### src/rtl/lcd7_pkg.sv
package lcd7_pkg;
  localparam int CODE_W   = 4;
  localparam int SEG_W    = 7;
  localparam int N_DIGITS = 10;

  typedef logic [N_DIGITS-1:0] digit_mask_t;

  // For each segment (index 0 = a .. 6 = g), bit i set when digit i lights it.
  localparam digit_mask_t SEG_LIT [SEG_W] = '{
    10'h3ED,  // a
    10'h39F,  // b
    10'h3FB,  // c
    10'h36D,  // d
    10'h145,  // e
    10'h371,  // f
    10'h37C   // g
  };
endpackage

### src/rtl/lcd7_rst_sync.sv
module lcd7_rst_sync (
  input  logic clk,
  input  logic rst_n,
  output logic srst_n
);
  logic [1:0] stage_q;

  always_ff @(posedge clk or negedge rst_n) begin
    if (!rst_n) stage_q <= 2'b00;
    else        stage_q <= {stage_q[0], 1'b1};
  end

  assign srst_n = stage_q[1];
endmodule

### src/rtl/lcd7_code_store.sv
module lcd7_code_store #(
  parameter int W = 4
) (
  input  logic         clk,
  input  logic         srst_n,
  input  logic         load_en,
  input  logic [W-1:0] code_in,
  output logic [W-1:0] code_q,
  output logic [W-1:0] code_eff
);
  logic [W-1:0] code_nxt;

  always_comb begin
    code_nxt = code_q;
    if (load_en) code_nxt = code_in;
  end

  always_ff @(posedge clk or negedge srst_n) begin
    if (!srst_n) code_q <= '0;
    else         code_q <= code_nxt;
  end

  // Transparent view: what the store holds after this edge.
  assign code_eff = load_en ? code_in : code_q;

  assert_load_follows_R2: assert property (@(posedge clk) disable iff (!srst_n)
    load_en |=> (code_q == $past(code_in)));

  assert_hold_stable_R3: assert property (@(posedge clk) disable iff (!srst_n)
    !load_en |=> $stable(code_q));
endmodule

### src/rtl/lcd7_seg_decode.sv
module lcd7_seg_decode
  import lcd7_pkg::*;
#(
  parameter int W = CODE_W,
  parameter int S = SEG_W
) (
  input  logic [W-1:0] code,
  input  logic         dark,
  input  logic         phase,
  output logic [S-1:0] seg
);
  localparam int SPAN = 2 ** W;

  logic [S-1:0] lit;

  for (genvar s = 0; s < S; s++) begin : g_seg
    // Codes beyond nine index the zero-extended upper part: always off.
    localparam logic [SPAN-1:0] MASK = SPAN'(SEG_LIT[s]);
    assign lit[s] = MASK[code] & ~dark;
  end

  assign seg = lit ^ {S{phase}};
endmodule

### src/rtl/lcd7_phase_gen.sv
module lcd7_phase_gen #(
  parameter int DIV = 8
) (
  input  logic clk,
  input  logic srst_n,
  output logic phase
);
  localparam int HALF = (DIV < 2) ? 1 : DIV / 2;
  localparam int CW   = (HALF > 1) ? $clog2(HALF) : 1;
  localparam logic [CW-1:0] LAST = CW'(HALF - 1);

  logic [CW-1:0] cnt_q, cnt_nxt;
  logic          ph_q, ph_nxt;
  logic          wrap;

  assign wrap = (cnt_q == LAST);

  always_comb begin
    cnt_nxt = cnt_q + 1'b1;
    ph_nxt  = ph_q;
    if (wrap) begin
      cnt_nxt = '0;
      ph_nxt  = ~ph_q;
    end
  end

  always_ff @(posedge clk or negedge srst_n) begin
    if (!srst_n) begin
      cnt_q <= '0;
      ph_q  <= 1'b0;
    end else begin
      cnt_q <= cnt_nxt;
      ph_q  <= ph_nxt;
    end
  end

  assign phase = ph_q;

  assert_toggle_at_wrap_R9: assert property (@(posedge clk) disable iff (!srst_n)
    (ph_q != $past(ph_q)) |-> ($past(cnt_q) == LAST));

  assert_count_in_range_R9: assert property (@(posedge clk) disable iff (!srst_n)
    cnt_q <= LAST);
endmodule

### src/rtl/lcd7_driver.sv
module lcd7_driver
  import lcd7_pkg::*;
#(
  parameter bit USE_PHASE_GEN = 1'b0,
  parameter int PH_DIV        = 8
) (
  input  logic              clk,
  input  logic              rst_n,
  input  logic [CODE_W-1:0] bcd_i,
  input  logic              latch_en_i,
  input  logic              blank_i,
  input  logic              phase_i,
  output logic [SEG_W-1:0]  seg_o,
  output logic              backplane_o
);
  logic              srst_n;
  logic [CODE_W-1:0] code_q, code_eff;
  logic              phase_sel;
  logic              dark;
  logic [SEG_W-1:0]  seg_nxt, seg_q;
  logic              bp_q;

  lcd7_rst_sync u_rst (
    .clk    (clk),
    .rst_n  (rst_n),
    .srst_n (srst_n)
  );

  lcd7_code_store #(.W(CODE_W)) u_store (
    .clk      (clk),
    .srst_n   (srst_n),
    .load_en  (latch_en_i),
    .code_in  (bcd_i),
    .code_q   (code_q),
    .code_eff (code_eff)
  );

  if (USE_PHASE_GEN) begin : g_ph_int
    lcd7_phase_gen #(.DIV(PH_DIV)) u_ph (
      .clk    (clk),
      .srst_n (srst_n),
      .phase  (phase_sel)
    );
  end else begin : g_ph_ext
    assign phase_sel = phase_i;
  end

  assign dark = blank_i | ~srst_n;

  lcd7_seg_decode #(.W(CODE_W), .S(SEG_W)) u_dec (
    .code  (code_eff),
    .dark  (dark),
    .phase (phase_sel),
    .seg   (seg_nxt)
  );

  // Output stage: loaded every cycle, during reset it carries the blank word.
  always_ff @(posedge clk) begin
    seg_q <= seg_nxt;
    bp_q  <= phase_sel;
  end

  assign seg_o       = seg_q;
  assign backplane_o = bp_q;

  assert_blank_word_R5: assert property (@(posedge clk) disable iff (!srst_n)
    blank_i |=> (seg_o == {SEG_W{$past(phase_sel)}}));

  assert_invalid_dark_R4: assert property (@(posedge clk) disable iff (!srst_n)
    (code_eff > CODE_W'(N_DIGITS - 1)) |=> (seg_o == {SEG_W{$past(phase_sel)}}));

  assert_backplane_phase_R8: assert property (@(posedge clk) disable iff (!rst_n)
    1'b1 |=> (backplane_o == $past(phase_sel)));

  assert_reset_blank_R7: assert property (@(posedge clk)
    (!srst_n && !$isunknown(phase_sel)) |=> (seg_o == {SEG_W{$past(phase_sel)}}));
endmodule

### config.mk
export PLATFORM = sky130hd
export DESIGN_NAME = lcd7_driver
export DESIGN_NICKNAME = d
export VERILOG_FILES = /design/src/rtl/lcd7_pkg.sv /design/src/rtl/lcd7_rst_sync.sv /design/src/rtl/lcd7_code_store.sv /design/src/rtl/lcd7_seg_decode.sv /design/src/rtl/lcd7_phase_gen.sv /design/src/rtl/lcd7_driver.sv
export SDC_FILE = /design/constraint.sdc
export NUM_CORES = 1
export LEC_CHECK = 0
export BUFFER_PORTS_ARGS = -buffer_cell sky130_fd_sc_hd__buf_2
export CAP_MARGIN = 25
export CORE_MARGIN = 2
export CORE_UTILIZATION = 55
export CTS_CLUSTER_SIZE = 28
export DETAILED_ROUTE_END_ITERATION = 6
export PLACE_DENSITY = 0.81
export SETUP_SLACK_MARGIN = 0.1
export SLEW_MARGIN = 20
export SYNTH_ARGS = -nofsm -noshare
export SYNTH_HDL_FRONTEND = slang
export SYNTH_SLANG_ARGS = --single-unit
### constraint.sdc
create_clock -name clk -period 0.8 [get_ports clk]
set_input_delay 0.16 -clock clk [delete_from_list [all_inputs] [get_ports clk]]
set_output_delay 0.16 -clock clk [all_outputs]
set_load 0.05 [all_outputs]
==> results.md, run 1 <==
* Post-Syn Area at around 750 um^2
* Gate Count Post-Synth at 75
* Worst EP Category: register input
* Final HPWL DP at 1400 um
* Log Error: [ERROR DPL-0033] detailed placement checks failed during check placement.
* Worst_ep grt: seg_o[4]$_DFF_P_/D
* Area share of the largest cell type after synthesis at 0.214
* Count of state elements after synthesis at 14
* Top cells by area, synth: dfxtp_1 21%, dfrtp_1 20%, ha_1 8.3%
* Placed cell count at 123
* Sequential cell area fraction in the yosys report at 0.414
* Leading area contributor after synthesis: dfxtp_1
* Yosys Warn Count at 0
* Adder-cell share of the synthesized area at 0.0835
* Exit stage: global routing (5_1_grt)
* Status: did not finish
* Std cell rows at 13
* Post-synth EDFFs at 0
* Main combinational cell family by area after synthesis: compound AO/OA/AOI/OAI gates
* Largest net degree at the start of global routing at 13
* Synth cell types at 27
* Initial Util at 0.583
* Synth Area in XOR/XNOR at 0.0701
* PortBufs at 16
* I/O pin total at 17
* Routability congestion estimate at 0.883
* Compound-Gate Fraction of Synth Area at 0.159
* Placed Area at 1010 um^2
* Chip height at about 41 um
* Mux contribution to synthesized area at 0.0885
* Avg Inst Size Synth at 9.99 um^2
* Initial antenna violation count at 0
* TritonCTS buffer count at 3
* H-tree depth at 1
* Clock Tree Root: clkbuf_4
* Die width at between 40 and 50 um
* Simple-gate portion of the synthesized area at 0.115
* Total clock sinks at 14
* Asr flop ratio synth at 0.429
* Top FF cell, synth: dfxtp_1
* Clk buf depth at 2
* Syn nets at 89
## synth_stat cells, types with 2 or more instances
cell type / n
ha_1: 5
dfrtp_1: 6
nor2b_1: 2
xnor2_1: 6
buf_6: 2
mux2i_1: 4
o211ai_1: 3
nor3_1: 3
dfxtp_1: 8
a21oi_1: 7
inv_1: 6
nand2b_1: 3
nor2_1: 6
## timing repair
item                       4_1_cts
setup endpoints to repair       19
setup buffers                    5
hold endpoints to repair         2
gates resized for setup         28
hold buffers                     1
pin swaps                        4
## per-stage QoR
stage	hold slack, ns	setup slack, ns
2_1_floorplan	-0.136	-0.690
4_1_cts	0.150	-0.769
3_3_place_gp	-0.0556	-0.776
3_5_place_dp	-0.0522	-0.846
## cells by family after synthesis
logic type      count (synthesis)
simple gates                   17
mux                             6
flops                          14
compound gates                 17
xor+xnor                        6
fa+ha+maj                       5
other cells                     1
buf+inv                         9
==> run 2: changes to the inputs <==
CORE_AREA = 2 2 63 65   (was default)
CORE_MARGIN = default   (was 2)
CORE_UTILIZATION = default   (was 55)
CTS_CLUSTER_SIZE = default   (was 28)
DIE_AREA = 0 0 65 67   (was default)
PLACE_DENSITY = default   (was 0.81)
PLACE_DENSITY_LB_ADDON = 0.15   (was default)
SETUP_SLACK_MARGIN = default   (was 0.1)
==> run 2 against run 1 <==
- the flow now finishes, with violations (setup timing)
- synthesized cell count is the same
- synthesized area unchanged
==> results.md, run 2 <==
* Placed cell count at 157
* Skew-Pair Late Insertion Delay at approximately 0.24 ns
* Syn nets at 89
* GRT overflow at 0
* Count leader, synth: dfxtp_1
* RSZ-0062 raised after global routing: yes
* Total clock sinks at 14
* Most frequent cells in the layout: 20 x buf_4, 10 x buf_6, 8 x buf_2
* Share of cells above drive strength 1 at 0.613
* Routability congestion estimate at between 0.7 and 0.8
* Leading area contributor after synthesis: dfxtp_1
* Std cell rows at 22
* Yosys Warn Count at 0
* Chip height at approximately 67 um
* Vias in the first global route at 678
* Total track usage at 0.0959
* Post-Layout Cell Count at 167
* Total wire length at 1850 um
* Failing checks: setup timing
* Die width at 65 um
* Tot Pwr at 2.40 mW
* Die area at about 4400 um^2
* Final Setup Violations at 19
* Area grow syn2layout at 75.6%
* Initial Util at 0.208
* Initial antenna violation count at 0
* CP Data Required Time at 0.93 ns
* Crit start category: flip-flop
* PortBufs at 16
* DR WL/cell at 11.1 um
* Clock Tree Root: clkbuf_8
* CP startpoint: u_store.code_q[0]$_DFF_PN0_
* Core Area at 3610 um^2
* Setup CP Type: flip-flop to flip-flop
* Adder-cell share of the synthesized area at 0.0835
* Clk buf depth at 2
* Power density over the cells at 1820 nW/um^2
* TritonCTS buffer count at 3
* Reg2reg start: u_store.code_q[0]$_DFF_PN0_
* Fin Clk Skew at 0.00311 ns
* Final hold slack at 0.179 ns
* Post-synth top cells: 8 x dfxtp_1, 7 x a21oi_1
* CP Capture Type: flip-flop
* Status: finished, violations left
* Worst min path class: flip-flop to async pin
* Max rail drop VDD at roughly 850 uV
* Maximum clock rate at 641 MHz
* Mux contribution to synthesized area at 0.0885
* Drt pass-1 iters at 2
* Count of state elements after synthesis at 14
* Synth Area in XOR/XNOR at 0.0701
* Clock-pin transition on the worst setup and hold timing paths at 0.06 ns
* Final nets at 134
* Area share of the largest cell type after synthesis at 0.214
* Static Leak at roughly 0.56 nW
* DR iter-0 viols at 24
* Fin util at 0.365
* Post-synth EDFFs at 0
* Post-route minimum period at 1.56 ns
* Global-route wire length before repair at approximately 3100 um
* Simple-gate portion of the synthesized area at 0.115
* Via/cell ratio at 3.90
* Post-route worst setup slack at -0.760 ns
* Max Cap Viol at 0
* Gate Count Post-Synth at 75
* CTS tree: yes
* Final HPWL DP at 1430 um
* R2R Setup Slk at -0.76 ns
* Top cells by area, synth: dfxtp_1 21%, dfrtp_1 20%, ha_1 8.3%
* CP arrival at 1.69 ns
* Detail Route Antenna Nets at 0
* Max-slew violation count at 0
* Compound-Gate Fraction of Synth Area at 0.159
* Final hold vios at 0
* DRC at 0
* Most common cell after layout, fill and taps aside: buf_4
* Antenna cells at 0
* Post-Syn Area at 749 um^2
* Asr flop ratio synth at 0.429
* I/O pin total at 17
* Sequential cell area fraction in the yosys report at 0.414
* Top FF cell, synth: dfxtp_1
* Main combinational cell family by area after synthesis: compound AO/OA/AOI/OAI gates
* Largest net degree at the start of global routing at 13
* Largest register FFs at 7
* H-tree depth at 1
* Avg Inst Size Synth at 9.99 um^2
* Tcrit/Tclk final at 1.95
* Synth cell types at 27
* Via count at 652
* Worst-path fanout max at 4
## run 2: kinds of logic after synthesis
logic type	Yosys count
AOI/OAI and AO/OA	17
and+or+nand+nor	17
DFF	14
buffers and inverters	9
xor gates and xnor gates	6
muxes	6
adders and majority gates	5
other	1
## run 2: final cells by class
class,count,area (um^2)
Clock buffer,4,55.1
Timing Repair Buffer,42,358
Tap cell,48,60.1
Sequential cell,14,319
Inverter,7,28.8
Fill cell,361,2290
Multi-Input combinational cell,52,495
## run 2: metrics by stage
stage	setup TNS (ns)	worst slack (ns)	area (um^2)
CTS	-5.97	-0.716	1250
global placement	-5.70	-0.809	1050
finish	-5.89	-0.760	1320
floorplan	-4.25	-0.690	795
global route	-6.83	-0.815	1320
detailed placement	-5.85	-0.831	1050
## run 2: power breakdown
group          internal, mW  switching [mW]
Combinational         0.422           0.455
Clock                 0.436           0.253
Sequential            0.783          0.0473
## run 2: critical path, stage by stage (launching register included)
cell and delay, ns:
dfrtp_1 0.37, mux2_4 0.31, inv_4 0.09, ha_1 0.16
inv_1 0.06, o211ai_1 0.16, o2111ai_1 0.15, xnor2_1 0.14
## run 2: final timing paths
check / end / cells past startpoint
setup / recovery: seg_o[4]$_DFF_P_ / 7
hold / removal: u_store.code_q[1]$_DFF_PN0_ / 1
setup reg to reg: seg_o[4]$_DFF_P_ / 7
hold reg to reg: u_store.code_q[1]$_DFF_PN0_ / 1
max in group asynchronous: u_rst.stage_q[1]$_DFF_PN0_ / 2
min in group clk: backplane_o$_DFF_P_ / 2
## run 2: metal layers
layer	up-vias	wire length [um]	part of all wire	track usage
li1	342	-	-	-
met3	2	77	0.042	0.0338
met2	11	933	0.50	0.169
met1	297	821	0.44	0.107
met5	-	0	0	0
met4	0	17	0.0092	0.0319
## run 2: repair_timing
item	CTS	global route
hold buffers	1	0
pin swaps	4	3
setup endpoints to repair	19	19
setup buffers	3	4
endpoints found under the hold margin	2	0
gates resized for setup	35	15
No activity file was read; power rests on OpenSTA's default activity.
